--- src/rtl/lin_mode_pkg.sv ---
`timescale 1ns/1ps
package lin_mode_pkg;

  typedef enum logic [2:0] {
    M_POR    = 3'd0,
    M_READY  = 3'd1,
    M_READY1 = 3'd2,
    M_OPER   = 3'd3,
    M_PDOWN  = 3'd4,
    M_WAKE   = 3'd5,
    M_FAULT  = 3'd6
  } lin_mode_e;

  // Regulator is powered in these modes
  function automatic logic mode_reg_on(lin_mode_e m);
    return (m == M_READY) || (m == M_READY1) || (m == M_OPER) || (m == M_WAKE);
  endfunction

  // Bus driver may be active only here
  function automatic logic mode_tx_on(lin_mode_e m);
    return (m == M_OPER);
  endfunction

  // Chip-select edges in these modes wait for the blanking timer
  function automatic logic mode_cs_blanked(lin_mode_e m);
    return (m == M_READY) || (m == M_READY1) || (m == M_OPER);
  endfunction

  // Ready flavour chosen by the chip-select level at power-on
  function automatic lin_mode_e por_entry(logic cs_level);
    return cs_level ? M_READY1 : M_READY;
  endfunction

endpackage

--- src/rtl/lin_sync2.sv ---
`timescale 1ns/1ps
module lin_sync2 #(
  parameter int          W       = 2,
  parameter logic [W-1:0] RST_VAL = '0
) (
  input  logic         clk,
  input  logic         rst,
  input  logic [W-1:0] d,
  output logic [W-1:0] q
);
  logic [W-1:0] stage1;

  always_ff @(posedge clk) begin
    if (rst) begin
      stage1 <= RST_VAL;
      q      <= RST_VAL;
    end else begin
      stage1 <= d;
      q      <= stage1;
    end
  end
endmodule

--- src/rtl/lin_edge_det.sv ---
`timescale 1ns/1ps
module lin_edge_det #(
  parameter int          W       = 2,
  parameter logic [W-1:0] RST_VAL = '0
) (
  input  logic         clk,
  input  logic         rst,
  input  logic [W-1:0] lvl,
  output logic [W-1:0] rise,
  output logic [W-1:0] fall
);
  logic [W-1:0] prev;

  always_ff @(posedge clk) begin
    if (rst) prev <= RST_VAL;
    else     prev <= lvl;
  end

  for (genvar i = 0; i < W; i++) begin : g_bit
    assign rise[i] = lvl[i] & ~prev[i];
    assign fall[i] = ~lvl[i] & prev[i];

    // an edge lasts one synchronized cycle only
    p_rise_single_r12: assert property (@(posedge clk) disable iff (rst)
      rise[i] |=> !rise[i]);
    p_fall_single_r12: assert property (@(posedge clk) disable iff (rst)
      fall[i] |=> !fall[i]);
  end
endmodule

--- src/rtl/lin_blank_timer.sv ---
`timescale 1ns/1ps
module lin_blank_timer #(
  parameter int LIMIT = 30000
) (
  input  logic clk,
  input  logic rst,
  input  logic run,
  output logic done
);
  localparam int CW = $clog2(LIMIT + 1);

  logic [CW-1:0] cnt;

  always_ff @(posedge clk) begin
    if (rst || !run)                cnt <= '0;
    else if (cnt != CW'(LIMIT))     cnt <= cnt + 1'b1;
  end

  assign done = (cnt == CW'(LIMIT));

  // a dropped run condition restarts the window
  p_restart_r9: assert property (@(posedge clk) disable iff (rst)
    !run |=> !done);
  // once saturated, stays open while run holds
  p_hold_open_r9: assert property (@(posedge clk) disable iff (rst)
    (done && run) |=> done);
endmodule

--- src/rtl/lin_mode_fsm.sv ---
`timescale 1ns/1ps
module lin_mode_fsm
  import lin_mode_pkg::*;
(
  input  logic      clk,
  input  logic      rst,
  input  logic      bat_good,
  input  logic      reg_stable,
  input  logic      cs_lvl,
  input  logic      cs_rise,
  input  logic      cs_fall,
  input  logic      bus_fall,
  input  logic      overload,
  input  logic      reg_uv,
  input  logic      blank_done,
  output lin_mode_e state
);
  lin_mode_e nxt;
  logic      cs_ok;

  assign cs_ok = blank_done || !mode_cs_blanked(state);

  always_comb begin
    nxt = state;
    unique case (state)
      M_POR:    if (bat_good)            nxt = por_entry(cs_lvl);
      M_READY:  if (cs_rise && cs_ok)    nxt = M_OPER;
      M_READY1: if (cs_fall && cs_ok)    nxt = M_READY;
      M_OPER:   if (cs_fall && cs_ok)    nxt = M_PDOWN;
      M_PDOWN:  if (cs_rise)             nxt = M_OPER;
                else if (bus_fall)       nxt = M_WAKE;
      M_WAKE:   if (reg_stable)          nxt = M_READY;
      M_FAULT:  if (!overload)           nxt = M_READY1;
      default:                           nxt = M_POR;
    endcase
    if (mode_reg_on(state)) begin
      if (reg_uv)        nxt = M_POR;
      else if (overload) nxt = M_FAULT;
    end
  end

  always_ff @(posedge clk) begin
    if (rst) state <= M_POR;
    else     state <= nxt;
  end

  // an edge inside the blanking window leaves Ready alone
  p_blank_hold_r9: assert property (@(posedge clk) disable iff (rst)
    (state == M_READY && cs_rise && !blank_done && !reg_uv && !overload)
      |=> state == M_READY);
  // bus wake from power-down
  p_bus_wake_r7: assert property (@(posedge clk) disable iff (rst)
    (state == M_PDOWN && bus_fall && !cs_rise) |=> state == M_WAKE);
  // chip-select wake needs no blanking
  p_cs_wake_r8: assert property (@(posedge clk) disable iff (rst)
    (state == M_PDOWN && cs_rise) |=> state == M_OPER);
  // fault recovery always lands in Ready1
  p_fault_exit_r10: assert property (@(posedge clk) disable iff (rst)
    (state == M_FAULT && !overload) |=> state == M_READY1);
  // undervoltage wins over overload
  p_uv_first_r11: assert property (@(posedge clk) disable iff (rst)
    (mode_reg_on(state) && reg_uv) |=> state == M_POR);
endmodule

--- src/rtl/lin_mode_ctrl.sv ---
`timescale 1ns/1ps
module lin_mode_ctrl
  import lin_mode_pkg::*;
#(
  parameter int BLANK_CYCLES = 30000
) (
  input  logic       clk,
  input  logic       rst,
  input  logic       bat_good_i,
  input  logic       reg_stable_i,
  input  logic       cs_wake_i,
  input  logic       bus_rx_i,
  input  logic       overload_i,
  input  logic       reg_uv_i,
  output logic       reg_en_o,
  output logic       tx_en_o,
  output logic [2:0] mode_o
);
  // bit 1 = bus (idles recessive high), bit 0 = chip-select
  localparam int         NSYNC    = 2;
  localparam logic [1:0] SYNC_RST = 2'b10;

  logic [NSYNC-1:0] pins_sync, pins_rise, pins_fall;
  logic             cs_rise, cs_fall, bus_rise, bus_fall;
  logic             blank_run, blank_done;
  lin_mode_e        mode;

  lin_sync2 #(.W(NSYNC), .RST_VAL(SYNC_RST)) u_sync (
    .clk (clk), .rst (rst),
    .d   ({bus_rx_i, cs_wake_i}),
    .q   (pins_sync)
  );

  lin_edge_det #(.W(NSYNC), .RST_VAL(SYNC_RST)) u_edge (
    .clk  (clk), .rst (rst),
    .lvl  (pins_sync),
    .rise (pins_rise),
    .fall (pins_fall)
  );

  assign cs_rise  = pins_rise[0];
  assign cs_fall  = pins_fall[0];
  assign bus_rise = pins_rise[1];
  assign bus_fall = pins_fall[1];

  assign blank_run = reg_en_o && reg_stable_i;

  lin_blank_timer #(.LIMIT(BLANK_CYCLES)) u_blank (
    .clk  (clk), .rst (rst),
    .run  (blank_run),
    .done (blank_done)
  );

  lin_mode_fsm u_fsm (
    .clk        (clk),
    .rst        (rst),
    .bat_good   (bat_good_i),
    .reg_stable (reg_stable_i),
    .cs_lvl     (pins_sync[0]),
    .cs_rise    (cs_rise),
    .cs_fall    (cs_fall),
    .bus_fall   (bus_fall),
    .overload   (overload_i),
    .reg_uv     (reg_uv_i),
    .blank_done (blank_done),
    .state      (mode)
  );

  assign reg_en_o = mode_reg_on(mode);
  assign tx_en_o  = mode_tx_on(mode);
  assign mode_o   = mode;

  // driver enabled only with the regulator up
  p_tx_needs_reg_r4: assert property (@(posedge clk) disable iff (rst)
    tx_en_o |-> reg_en_o);
  // power-down reachable only from operation
  p_pdown_from_oper_r6: assert property (@(posedge clk) disable iff (rst)
    (mode == M_PDOWN && $past(mode) != M_PDOWN) |-> $past(mode) == M_OPER);
  // a rising bus level alone does not leave power-down
  p_bus_rise_quiet_r6: assert property (@(posedge clk) disable iff (rst)
    (mode == M_PDOWN && bus_rise && !cs_rise) |=> mode == M_PDOWN);
  // reset returns to power-on with everything off
  p_reset_off_r1: assert property (@(posedge clk)
    rst |=> (mode_o == 3'd0 && !reg_en_o && !tx_en_o));
endmodule

--- config.mk ---
export PLATFORM = sky130hd
export DESIGN_NAME = lin_mode_ctrl
export DESIGN_NICKNAME = d
export VERILOG_FILES = /design/src/rtl/lin_mode_pkg.sv /design/src/rtl/lin_sync2.sv /design/src/rtl/lin_edge_det.sv /design/src/rtl/lin_blank_timer.sv /design/src/rtl/lin_mode_fsm.sv /design/src/rtl/lin_mode_ctrl.sv
export SDC_FILE = /design/constraint.sdc
export NUM_CORES = 1
export LEC_CHECK = 0
export ABC_AREA = 0
export BUFFER_PORTS_ARGS = -buffer_cell sky130_fd_sc_hd__buf_2
export CAP_MARGIN = 20
export CELL_PAD_IN_SITES_DETAIL_PLACEMENT = 0
export CELL_PAD_IN_SITES_GLOBAL_PLACEMENT = 1
export CORE_MARGIN = 5
export CORE_UTILIZATION = 43
export CTS_CLUSTER_DIAMETER = 50
export DETAILED_ROUTE_END_ITERATION = 8
export PLACE_DENSITY_LB_ADDON = 0.2
export SYNTH_ARGS = -nofsm -noshare
export SYNTH_HDL_FRONTEND = slang
export SYNTH_SLANG_ARGS = --single-unit
export TNS_END_PERCENT = 1
--- constraint.sdc ---
create_clock -name clk -period 2.3 [get_ports clk]
set_input_delay 0.46 -clock clk [delete_from_list [all_inputs] [get_ports clk]]
set_output_delay 0.46 -clock clk [all_outputs]
set_load 0.05 [all_outputs]
==> qor.csv <==
metric,value,unit
cp.depth,3,
syn-cell-area,0.00121,sq mm
grt-ovfl-total,0,
drv_cap,0,
cts_max_level,1,
num_antenna_cells,0,
relSlewSlack,58.2,%
yosysSeqAreaShare,39.7,%
synth_flop_cell,dfxtp_1,
clockRootBuffer,clkbuf_4,
portBuffers,12,
power.density,727,mW/mm^2
crit_buf_inv,1,
vias,1013,
synth-edff-count,0,
outcome,"finished, final reports clean",
yosysTopAreaCell,dfxtp_1,
nNetsFinal,164,
drive_gt1_share,17.6,%
skew,0.00268,ns
cp_max_fo,9,
grt_max_degree,16,
power_leakage,0.464,nW
grt_pass1_wl,4.11,mm
hold_viol_final,0,
dieArea,0.00397,sq mm
worstSetupStartpointType,flip-flop,
final_util,49.4,%
timing.rr.end,u_blank.cnt[0],
routed_wirelength,2.47,mm
post_cts_buffers,0,
maxSlewViolCount,0,
switching_share,31.2,%
switchingPower,0.306,mW
top_level_ports,13,
ctsResizeCount,0,
fp-row-count,19,
cp_slowest_cell,dfxtp_1,
hold_depth,2,
setup.worst_path.start,u_fsm.state[1],
period_share,90.7,%
synth-seq-cells,24,
critPathRequiredTime,1.84,ns
r2r_slack,0.39,ns
r2r_cells,4,
antenna_found_initial,0,
tightest_slew,0.625,ns
rsz0062_at_grt,no,
synth_cell_types,40,
internal_power,0.676,mW
cts_made_buffers,3,
fp.dieW,63.0,um
grt_pass1_vias,964,
firstDrtPassIters,5,
max_clock_freq,479,MHz
r2r-start,u_blank.cnt[6],
synth_nets,151,
synth_top_area_share,39.7,%
cts_tree,yes,
endpoint_kind,primary output,
synthCells,141,
clock_latency,0.32,ns
holdBufCountCts,0,
grt_usage,12.7,%
cp.arrival,1.63,ns
path_delay_family,simple AND/OR/NAND/NOR gates,
drc,0,
globalplace.congestion,0.818,
setup_viol,0,
peakVddDrop,0.452,mV
async_flop_share,0,%
setup_tns,0,ns
crit_path_end,tx_en_o,
clockPowerShare,31.5,%
period_minus_slack,2.09,ns
numClockSinks,24,
clock_path_buffers,2,
via_per_inst,5.51,
avgSynthCellArea,8.58,sq um
syn_to_final_growth,11.7,%
slowest_delay,0.50,ns
hp-class,in -> reg,
pwr-share-seq,47.7,%
start_util,44.3,%
fillerInstances,267,
ys_warn_count,0,
synth.area.top_cells,"dfxtp_1, nor2_1, a21oi_1",
p_comb_share,20.8,%
die_y,63.0,um
drtIter0Drc,54,
path_cells,nor2b_1 -> and2_1 -> buf_2,
wire_per_inst,13.4,um
drtAntennaViolNets,0,
clk_pin_slew,0.14,ns
path_class,reg -> out,
core,0.00273,sq mm
dp_hpwl,1.82,mm
-- logic make-up (layout without fill, tap and decap cells) --
kind of cell    after synthesis  in the layout  synth area share (%)
compound gates               24             24                  12.4
xor+xnor                      9              9                  6.51
buf+inv                      12             24                  3.83
mux                           2              2                  1.76
simple gates                 68             68                  33.7
flops                        24             24                  39.7
fa+ha+maj                     2              2                  2.07
-- state kept, by name, indices dropped and copies added (netlist names) --
register       count
u_sync.stage1      2
u_sync.q           2
u_fsm.state        3
u_edge.prev        2
u_blank.cnt       15
-- synthesized netlist by cell type, types with 2 or more instances --
cell / instances
ha_1: 2
or4_1: 3
a21oi_1: 9
or3_1: 6
nor2b_1: 5
nand4b_1: 2
and2_1: 2
nand4_1: 3
o22ai_1: 2
o21ai_1: 2
nand3_1: 5
clkbuf_1: 4
or2_2: 3
dfxtp_1: 24
a221oi_1: 2
nand2b_1: 3
nand2_1: 8
xor2_1: 4
xnor2_1: 5
o21ai_0: 4
inv_1: 7
nor2_1: 15
nand3b_1: 3
o31ai_1: 2
-- worst min path at each step --
| stage | endpoint | startpoint |
|---|---|---|
| detailed placement | u_sync.q[1] | u_sync.stage1[1] |
| floorplan | u_sync.q[1] | u_sync.stage1[1] |
| finish | u_sync.stage1[1] | bus_rx_i |
| global route | u_sync.stage1[1] | bus_rx_i |
| global placement | u_sync.q[1] | u_sync.stage1[1] |
| CTS | u_sync.stage1[1] | bus_rx_i |
-- through the flow --
step	setup slack [ns]	hold slack, ns	total power, mW	instances	area, sq um
5_1_grt	0.0934	0.303	1.03	184	1350
2_1_floorplan	0.0722	0.389	0.631	141	1210
3_5_place_dp	0.411	0.401	0.680	180	1300
4_1_cts	0.214	0.302	0.989	184	1350
3_3_place_gp	0.438	0.395	0.679	180	1300
6_report	0.214	0.314	0.982	184	1350
-- final cells by class --
| class | instances | area [sq um] | share of cell area [%] |
|---|---|---|---|
| Clock buffer | 3 | 22.5 | 1.67 |
| Multi-Input combinational cell | 105 | 686 | 50.7 |
| Tap cell | 31 | 38.8 | 2.87 |
| Clock inverter | 1 | 30.0 | 2.22 |
| Sequential cell | 24 | 480 | 35.6 |
| Inverter | 7 | 26.3 | 1.94 |
| Timing Repair Buffer | 13 | 67.6 | 5.00 |
-- per-layer routing --
metal	track usage (%)	up-vias	share of wire [%]
met5	0	-	0
met3	3.60	2	4.2
li1	-	524	-
met2	20.9	16	48
met1	15.1	471	47
met4	5.57	0	0.69
-- power groups by stage --
stage | clock network (mW) | registers (mW) | logic, mW
finish | 0.309 | 0.469 | 0.204
global route | 0.336 | 0.473 | 0.221
floorplan | 0 | 0.498 | 0.133
detailed placement | 0 | 0.477 | 0.203
CTS | 0.317 | 0.468 | 0.204
global placement | 0 | 0.476 | 0.203
-- worst register-to-register path, cell delays in order (launching register included) --
cell and delay, ns:
dfxtp_1 0.37, or4b_4 0.55, or4_1 0.63, xnor2_1 0.19, nor2_1 0.05
-- cell usage in the layout (no fill, tap or decap), types with 2 or more instances in the layout --
| cell | instances |
|---|---|
| and2_1 | 2 |
| o21ai_0 | 4 |
| dfxtp_1 | 24 |
| a21oi_1 | 9 |
| xor2_1 | 4 |
| or2_2 | 3 |
| or3_1 | 6 |
| o31ai_1 | 2 |
| nand2b_1 | 3 |
| o22ai_1 | 2 |
| nand3b_1 | 3 |
| nand4_1 | 3 |
| or4_1 | 3 |
| o21ai_1 | 2 |
| nor2b_1 | 5 |
| nand4b_1 | 2 |
| xnor2_1 | 5 |
| nand2_1 | 8 |
| clkbuf_4 | 3 |
| nand3_1 | 5 |
| inv_1 | 7 |
| nor2_1 | 14 |
| ha_1 | 2 |
| a221oi_1 | 2 |
| buf_2 | 12 |
(Power assumes the default switching activity.)
